--- config.mk ---
export PLATFORM = sky130hd
export DESIGN_NAME = stat_xition_evt
export DESIGN_NICKNAME = d
export VERILOG_FILES = /design/src/rtl/stat_xition_pkg.sv /design/src/rtl/xition_detect.sv /design/src/rtl/sticky_latch.sv /design/src/rtl/stat_xition_evt.sv
export SDC_FILE = /design/constraint.sdc
export NUM_CORES = 1
export LEC_CHECK = 0
export ABC_AREA = 1
export BUFFER_PORTS_ARGS = -buffer_cell sky130_fd_sc_hd__buf_2
export CORE_MARGIN = 5
export CORE_UTILIZATION = 50
export DETAILED_ROUTE_END_ITERATION = 10
export PLACE_DENSITY = 0.71
export SYNTH_ARGS = -nofsm -noshare
export SYNTH_HDL_FRONTEND = slang
export SYNTH_SLANG_ARGS = --single-unit
--- constraint.sdc ---
create_clock -name clk -period 1.71 [get_ports clk]
set_clock_uncertainty 0.2 [all_clocks]
set_input_delay 0.171 -clock clk [delete_from_list [all_inputs] [get_ports clk]]
set_output_delay 0.171 -clock clk [all_outputs]
set_load 0.01 [all_outputs]
--- src/rtl/stat_xition_pkg.sv ---
package stat_xition_pkg;
  typedef enum logic [2:0] {
    SEL_COND = 3'd0,
    SEL_FALL = 3'd1,
    SEL_RISE = 3'd2,
    SEL_FEN  = 3'd3,
    SEL_REN  = 3'd4,
    SEL_EVT  = 3'd5,
    SEL_EEN  = 3'd6
  } reg_sel_e;
endpackage

--- src/rtl/xition_detect.sv ---
module xition_detect #(
  parameter int W = 16
) (
  input  logic         clk,
  input  logic         rst_n,
  input  logic [W-1:0] cond_i,
  output logic [W-1:0] fall_o,
  output logic [W-1:0] rise_o
);
  logic [W-1:0] prev_q;
  logic         primed_q;

  always_ff @(posedge clk) begin
    if (!rst_n) begin
      prev_q   <= '0;
      primed_q <= 1'b0;
    end else begin
      prev_q   <= cond_i;
      primed_q <= 1'b1;
    end
  end

  // No edges until a first sample has been taken after reset.
  assign fall_o = primed_q ? (prev_q & ~cond_i) : '0;
  assign rise_o = primed_q ? (~prev_q & cond_i) : '0;
endmodule

--- src/rtl/sticky_latch.sv ---
module sticky_latch #(
  parameter int W = 16
) (
  input  logic         clk,
  input  logic         rst_n,
  input  logic [W-1:0] set_i,
  input  logic         rd_clr_i,
  input  logic         cls_i,
  output logic [W-1:0] q_o
);
  logic [W-1:0] q;

  always_ff @(posedge clk) begin
    if (!rst_n) q <= '0;
    else        q <= ((rd_clr_i || cls_i) ? '0 : q) | set_i;
  end

  assign q_o = q;

  // fresh set bits always land, even during a clear
  p_set_kept_r9: assert property (@(posedge clk) disable iff (!rst_n)
    (set_i != '0) |=> ((q_o & $past(set_i)) == $past(set_i)));
  // a clear leaves only what arrived in that cycle
  p_clear_r3: assert property (@(posedge clk) disable iff (!rst_n)
    (rd_clr_i || cls_i) |=> (q_o == $past(set_i)));
  // without a clear nothing latched is lost
  p_hold_r1: assert property (@(posedge clk) disable iff (!rst_n)
    !(rd_clr_i || cls_i) |=> ((q_o & $past(q_o)) == $past(q_o)));
endmodule

--- src/rtl/stat_xition_evt.sv ---
module stat_xition_evt
  import stat_xition_pkg::*;
#(
  parameter int W       = 16,
  parameter int EW      = 8,
  parameter int CHG_BIT = 0
) (
  input  logic          clk,
  input  logic          rst_n,
  input  logic [W-1:0]  cond,
  input  logic [EW-1:0] evt_set,
  input  logic          clr_stat,
  input  logic          bus_wr,
  input  logic          bus_rd,
  input  logic [2:0]    bus_addr,
  input  logic [W-1:0]  bus_wdata,
  output logic [W-1:0]  bus_rdata,
  output logic [7:0]    stat_byte
);
  localparam int EVT_BIT = 5;
  localparam int PAD     = W - EW;

  logic [W-1:0]  fall_edge, rise_edge, fall_q, rise_q;
  logic [W-1:0]  fall_en, rise_en;
  logic [EW-1:0] evt_q, evt_en;
  logic [W-1:0]  rdata_q;
  logic          rd_fall, rd_rise, rd_evt;
  logic          chg_sum, evt_sum;

  xition_detect #(.W(W)) u_det (
    .clk(clk), .rst_n(rst_n), .cond_i(cond),
    .fall_o(fall_edge), .rise_o(rise_edge)
  );

  assign rd_fall = bus_rd && (bus_addr == SEL_FALL);
  assign rd_rise = bus_rd && (bus_addr == SEL_RISE);
  assign rd_evt  = bus_rd && (bus_addr == SEL_EVT);

  sticky_latch #(.W(W)) u_fall (
    .clk(clk), .rst_n(rst_n), .set_i(fall_edge),
    .rd_clr_i(rd_fall), .cls_i(clr_stat), .q_o(fall_q)
  );
  sticky_latch #(.W(W)) u_rise (
    .clk(clk), .rst_n(rst_n), .set_i(rise_edge),
    .rd_clr_i(rd_rise), .cls_i(clr_stat), .q_o(rise_q)
  );
  sticky_latch #(.W(EW)) u_evt (
    .clk(clk), .rst_n(rst_n), .set_i(evt_set),
    .rd_clr_i(rd_evt), .cls_i(clr_stat), .q_o(evt_q)
  );

  // Masks: host-writable, touched only by reset otherwise.
  always_ff @(posedge clk) begin
    if (!rst_n) begin
      fall_en <= '0;
      rise_en <= '0;
      evt_en  <= '0;
    end else if (bus_wr) begin
      case (bus_addr)
        SEL_FEN: fall_en <= bus_wdata;
        SEL_REN: rise_en <= bus_wdata;
        SEL_EEN: evt_en  <= bus_wdata[EW-1:0];
        default: ;
      endcase
    end
  end

  always_ff @(posedge clk) begin
    if (!rst_n) rdata_q <= '0;
    else if (bus_rd) begin
      case (bus_addr)
        SEL_COND: rdata_q <= cond;
        SEL_FALL: rdata_q <= fall_q;
        SEL_RISE: rdata_q <= rise_q;
        SEL_FEN:  rdata_q <= fall_en;
        SEL_REN:  rdata_q <= rise_en;
        SEL_EVT:  rdata_q <= {{PAD{1'b0}}, evt_q};
        SEL_EEN:  rdata_q <= {{PAD{1'b0}}, evt_en};
        default:  rdata_q <= '0;
      endcase
    end
  end

  assign bus_rdata = rdata_q;
  assign chg_sum   = |(fall_q & fall_en) || |(rise_q & rise_en);
  assign evt_sum   = |(evt_q & evt_en);

  always_comb begin
    stat_byte          = '0;
    stat_byte[CHG_BIT] = chg_sum;
    stat_byte[EVT_BIT] = evt_sum;
  end

  // with both masks cleared the change summary stays low
  p_summary_quiet_r5: assert property (@(posedge clk) disable iff (!rst_n)
    (fall_en == '0 && rise_en == '0) |-> !stat_byte[CHG_BIT]);
  // clear-status never disturbs the masks
  p_cls_keeps_en_r6: assert property (@(posedge clk) disable iff (!rst_n)
    (clr_stat && !bus_wr) |=> ($stable(fall_en) && $stable(rise_en) && $stable(evt_en)));
  // a write to the falling latch select is ignored
  p_latch_wr_ignored_r10: assert property (@(posedge clk) disable iff (!rst_n)
    (bus_wr && !bus_rd && !clr_stat && bus_addr == SEL_FALL && fall_edge == '0)
      |=> $stable(fall_q));
  // a zero event mask keeps the event summary low
  p_evt_masked_r8: assert property (@(posedge clk) disable iff (!rst_n)
    (evt_en == '0) |-> !stat_byte[EVT_BIT]);
endmodule

==> qor.txt <==
Post-DP HPWL: 11,100 um
PortBufs: 65
Number of global-route vias before repair: 5,182
Die H: 113 um
CORE AREA: 10,400 um^2
Leak pwr: 3.11 nW
CP Cell Sequence: inv_2, o22ai_2, nor2_1, nand2_1, nor2_1, nand2_1, buf_2
Post-Synth XOR/XNOR Area: 0
Drc violations: 0
Post-Synth Adder-Cell Area: 0
Complex-gate fraction of the synthesized area: 0.158
First-pass GRT wire length: 26,400 um
Outcome: complete, but fails checks
DR WL/cell: 15.6 um
Reg2Reg Depth: 3
Starting Density: 0.515
CP max stage delay: 0.32 ns
Post-synthesis mux area share: 0
Max-cap check violation count: 0
Initial antenna violation count: 0
GRT Util Overall: 0.257
Crit end category: output pin
Num ports: 72
Period minus WS final: 1.89 ns
Hold slack: 0.0610 ns
Worst Path Arrival: 1.52 ns
Share of layout cells above drive strength 1: 0.176
PnR worst setup slack: -0.183 ns
Layout Cells excl Fill: 1,036
Antenna-violating nets left: 0
Failing checks: setup timing
Largest net degree at the start of global routing: 40
GRT Residual Overflow: 0
Syn. warnings: 0
Hold Fails Final Rpt: 0
Die width: 113 um
Crit path kind: reg -> out
Cells after Synth: 771
Layout fillers: 892
Pre-CTS WS: 0.0207 ns
Synth Register Bits: 113
CTS Sinks: 113
Largest family of logic cells by synthesized area: simple AND/OR/NAND/NOR gates
Area leader, netlist: dfxtp_1
Cell row count: 37
Tcrit/Tclk final: 1.11
Final Max Tran Viols: 0
CP startpoint kind: register
Crit-path max FO: 2
Synth top area share: 0.423
FMAX: 528 MHz
Worst-skew pair later-pin latency: 0.52 ns
P&R area growth vs syn: 31.0%
Vias per inst: 5.43
Syn_area_per_cell: 6.93 um^2
Utilization after layout: 0.675
Endpoints failing setup: 2
First-pass DRT Iterations: 6
Die area: 12,900 um^2
PD cells: 1030 nW/um^2
Synth top area cells: dfxtp_1, nand2_1, a21oi_1
Root buffer cell: clkbuf_8
Mapped Area: 5340 um^2
Synth Area in Simple Gates: 0.282
Slowest stage cell, crit path: dfxtp_2
Maximum vdd drop: 0.534 mV
Post-synthesis sequential area ratio: 0.423
Worst Hold Class: in -> reg
Htree depth: 4
Clock tree buffer depth: 2
TritonCTS clock tree: built
GPL Wtd Cong: 0.935
Initial DRC count: 603
Num CTS Buffers: 17
Hold Path Stages: 3
CP required: 1.34 ns
Via count: 5,625
Placed cell count: 945
Distinct cell type count after synthesis: 27
Unrepaired setup endpoints after global routing: true
Final nets: 937
Antenna cells: 0
Final WL: 16,200 um
R2r setup slk: 0.39 ns
Reg clk slew, reported paths: 0.05 ns
-- layout make-up --
type	instances	area (um^2)	share of cell area
Clock buffer	21	459	0.0656
Multi-Input combinational cell	501	2380	0.340
Inverter	106	403	0.0576
Timing Repair Buffer	150	1150	0.164
Clock inverter	9	156	0.0223
Sequential cell	113	2280	0.326
Tap cell	136	170	0.0243
-- worst max-delay path: cells and delay by family (launching register included) --
family,cells,cell delay [ns]
DFF,1,0.32
buffers and inverters,2,0.22
AOI/OAI and AO/OA,1,0.08
and+or+nand+nor,4,0.39
-- report_power, final --
part / total, mW / switching, mW / internal [mW] / leakage (nW)
Clock: 3.68 / 1.22 / 2.46 / 0.292
Sequential: 2.82 / 0.0736 / 2.75 / 0.930
Combinational: 0.739 / 0.439 / 0.299 / 1.89
Total: 7.24 / 1.73 / 5.51 / 3.11
-- path summary, 6_finish.rpt --
check                                                from                   endpoint
worst min register to register  bus_rdata[4]$_SDFFE_PN0P_  bus_rdata[4]$_SDFFE_PN0P_
worst max-delay path              rise_en[0]$_SDFFE_PN0P_               stat_byte[0]
worst max register to register   u_fall.q_o[7]$_SDFF_PN0_   u_fall.q_o[7]$_SDFF_PN0_
worst min-delay path                          bus_addr[2]     evt_en[0]$_SDFFE_PN0P_
-- placed cells by master (no fill, tap or decap), types with 6 or more instances in the layout --
cell type      instances
o21ai_0               42
buf_2                 64
o31ai_1                8
inv_1                 92
inv_2                 11
dlygate4sd3_1         55
buf_4                 25
dfxtp_2               12
nand2_1              176
nand4_1               49
clkbuf_16             16
o22ai_1                6
a22o_1                 7
nor2_1                58
conb_1                 6
dfxtp_1              100
a21oi_1               87
nand3_1               51
-- layer usage --
layer / track usage / wire length [um] / part of all wire
met5: 0 / 0 / 0
met2: 0.365 / 6860 / 0.42
met4: 0.0817 / 212 / 0.013
met1: 0.389 / 7420 / 0.46
met3: 0.0493 / 1660 / 0.10
-- state kept, by name (all words and copies together), names as in the netlist --
| name | flops |
|---|---|
| evt_en | 8 |
| u_fall.q_o | 16 |
| fall_en | 16 |
| u_det.primed_q | 1 |
| u_det.prev_q | 16 |
| rise_en | 16 |
| bus_rdata | 16 |
| u_rise.q_o | 16 |
| u_evt.q_o | 8 |
-- repair_timing --
item                       in CTS  in global routing
cloned                          0                  0
hold buffers                   55                  0
hold endpoints to repair      113                  0
buffers inserted                4                  2
resized for setup              14                 12
setup endpoints to repair       2                  6
pin swaps                       5                  4
-- kinds of logic (layout without fill, tap and decap cells) --
logic type | count (synthesis) | in the layout
other cells | 1 | 6
buf+inv | 162 | 286
compound gates | 155 | 155
simple gates | 340 | 340
flops | 113 | 113
-- cells in the mapped netlist --
master      n
nand4_1    49
o21ai_1     2
a21oi_4     1
buf_2      12
nand2_2     1
a21oi_1    88
buf_6       7
inv_2       4
buf_1       5
o21ai_0    42
o31ai_1     8
inv_1      99
inv_4       2
nand3_4     1
clkbuf_1   19
a22o_1      7
nor3_1      1
clkinv_1    1
o22ai_1     7
dfxtp_1   113
nand4_2     2
buf_4      13
nand3_1    51
conb_1      1
nor2_4      1
nand2_1   176
nor2_1     58
-- stage by stage --
step	total power, mW	area, um^2	TNS [ns]
after floorplan	3.25	5360	0
after global placement	3.46	5750	0
after detailed placement	3.47	5750	0
after CTS	7.24	6960	-0.274
after global routing	7.49	7000	-0.408
final	7.24	7000	-0.265
No activity file was read; power rests on OpenSTA's default activity.
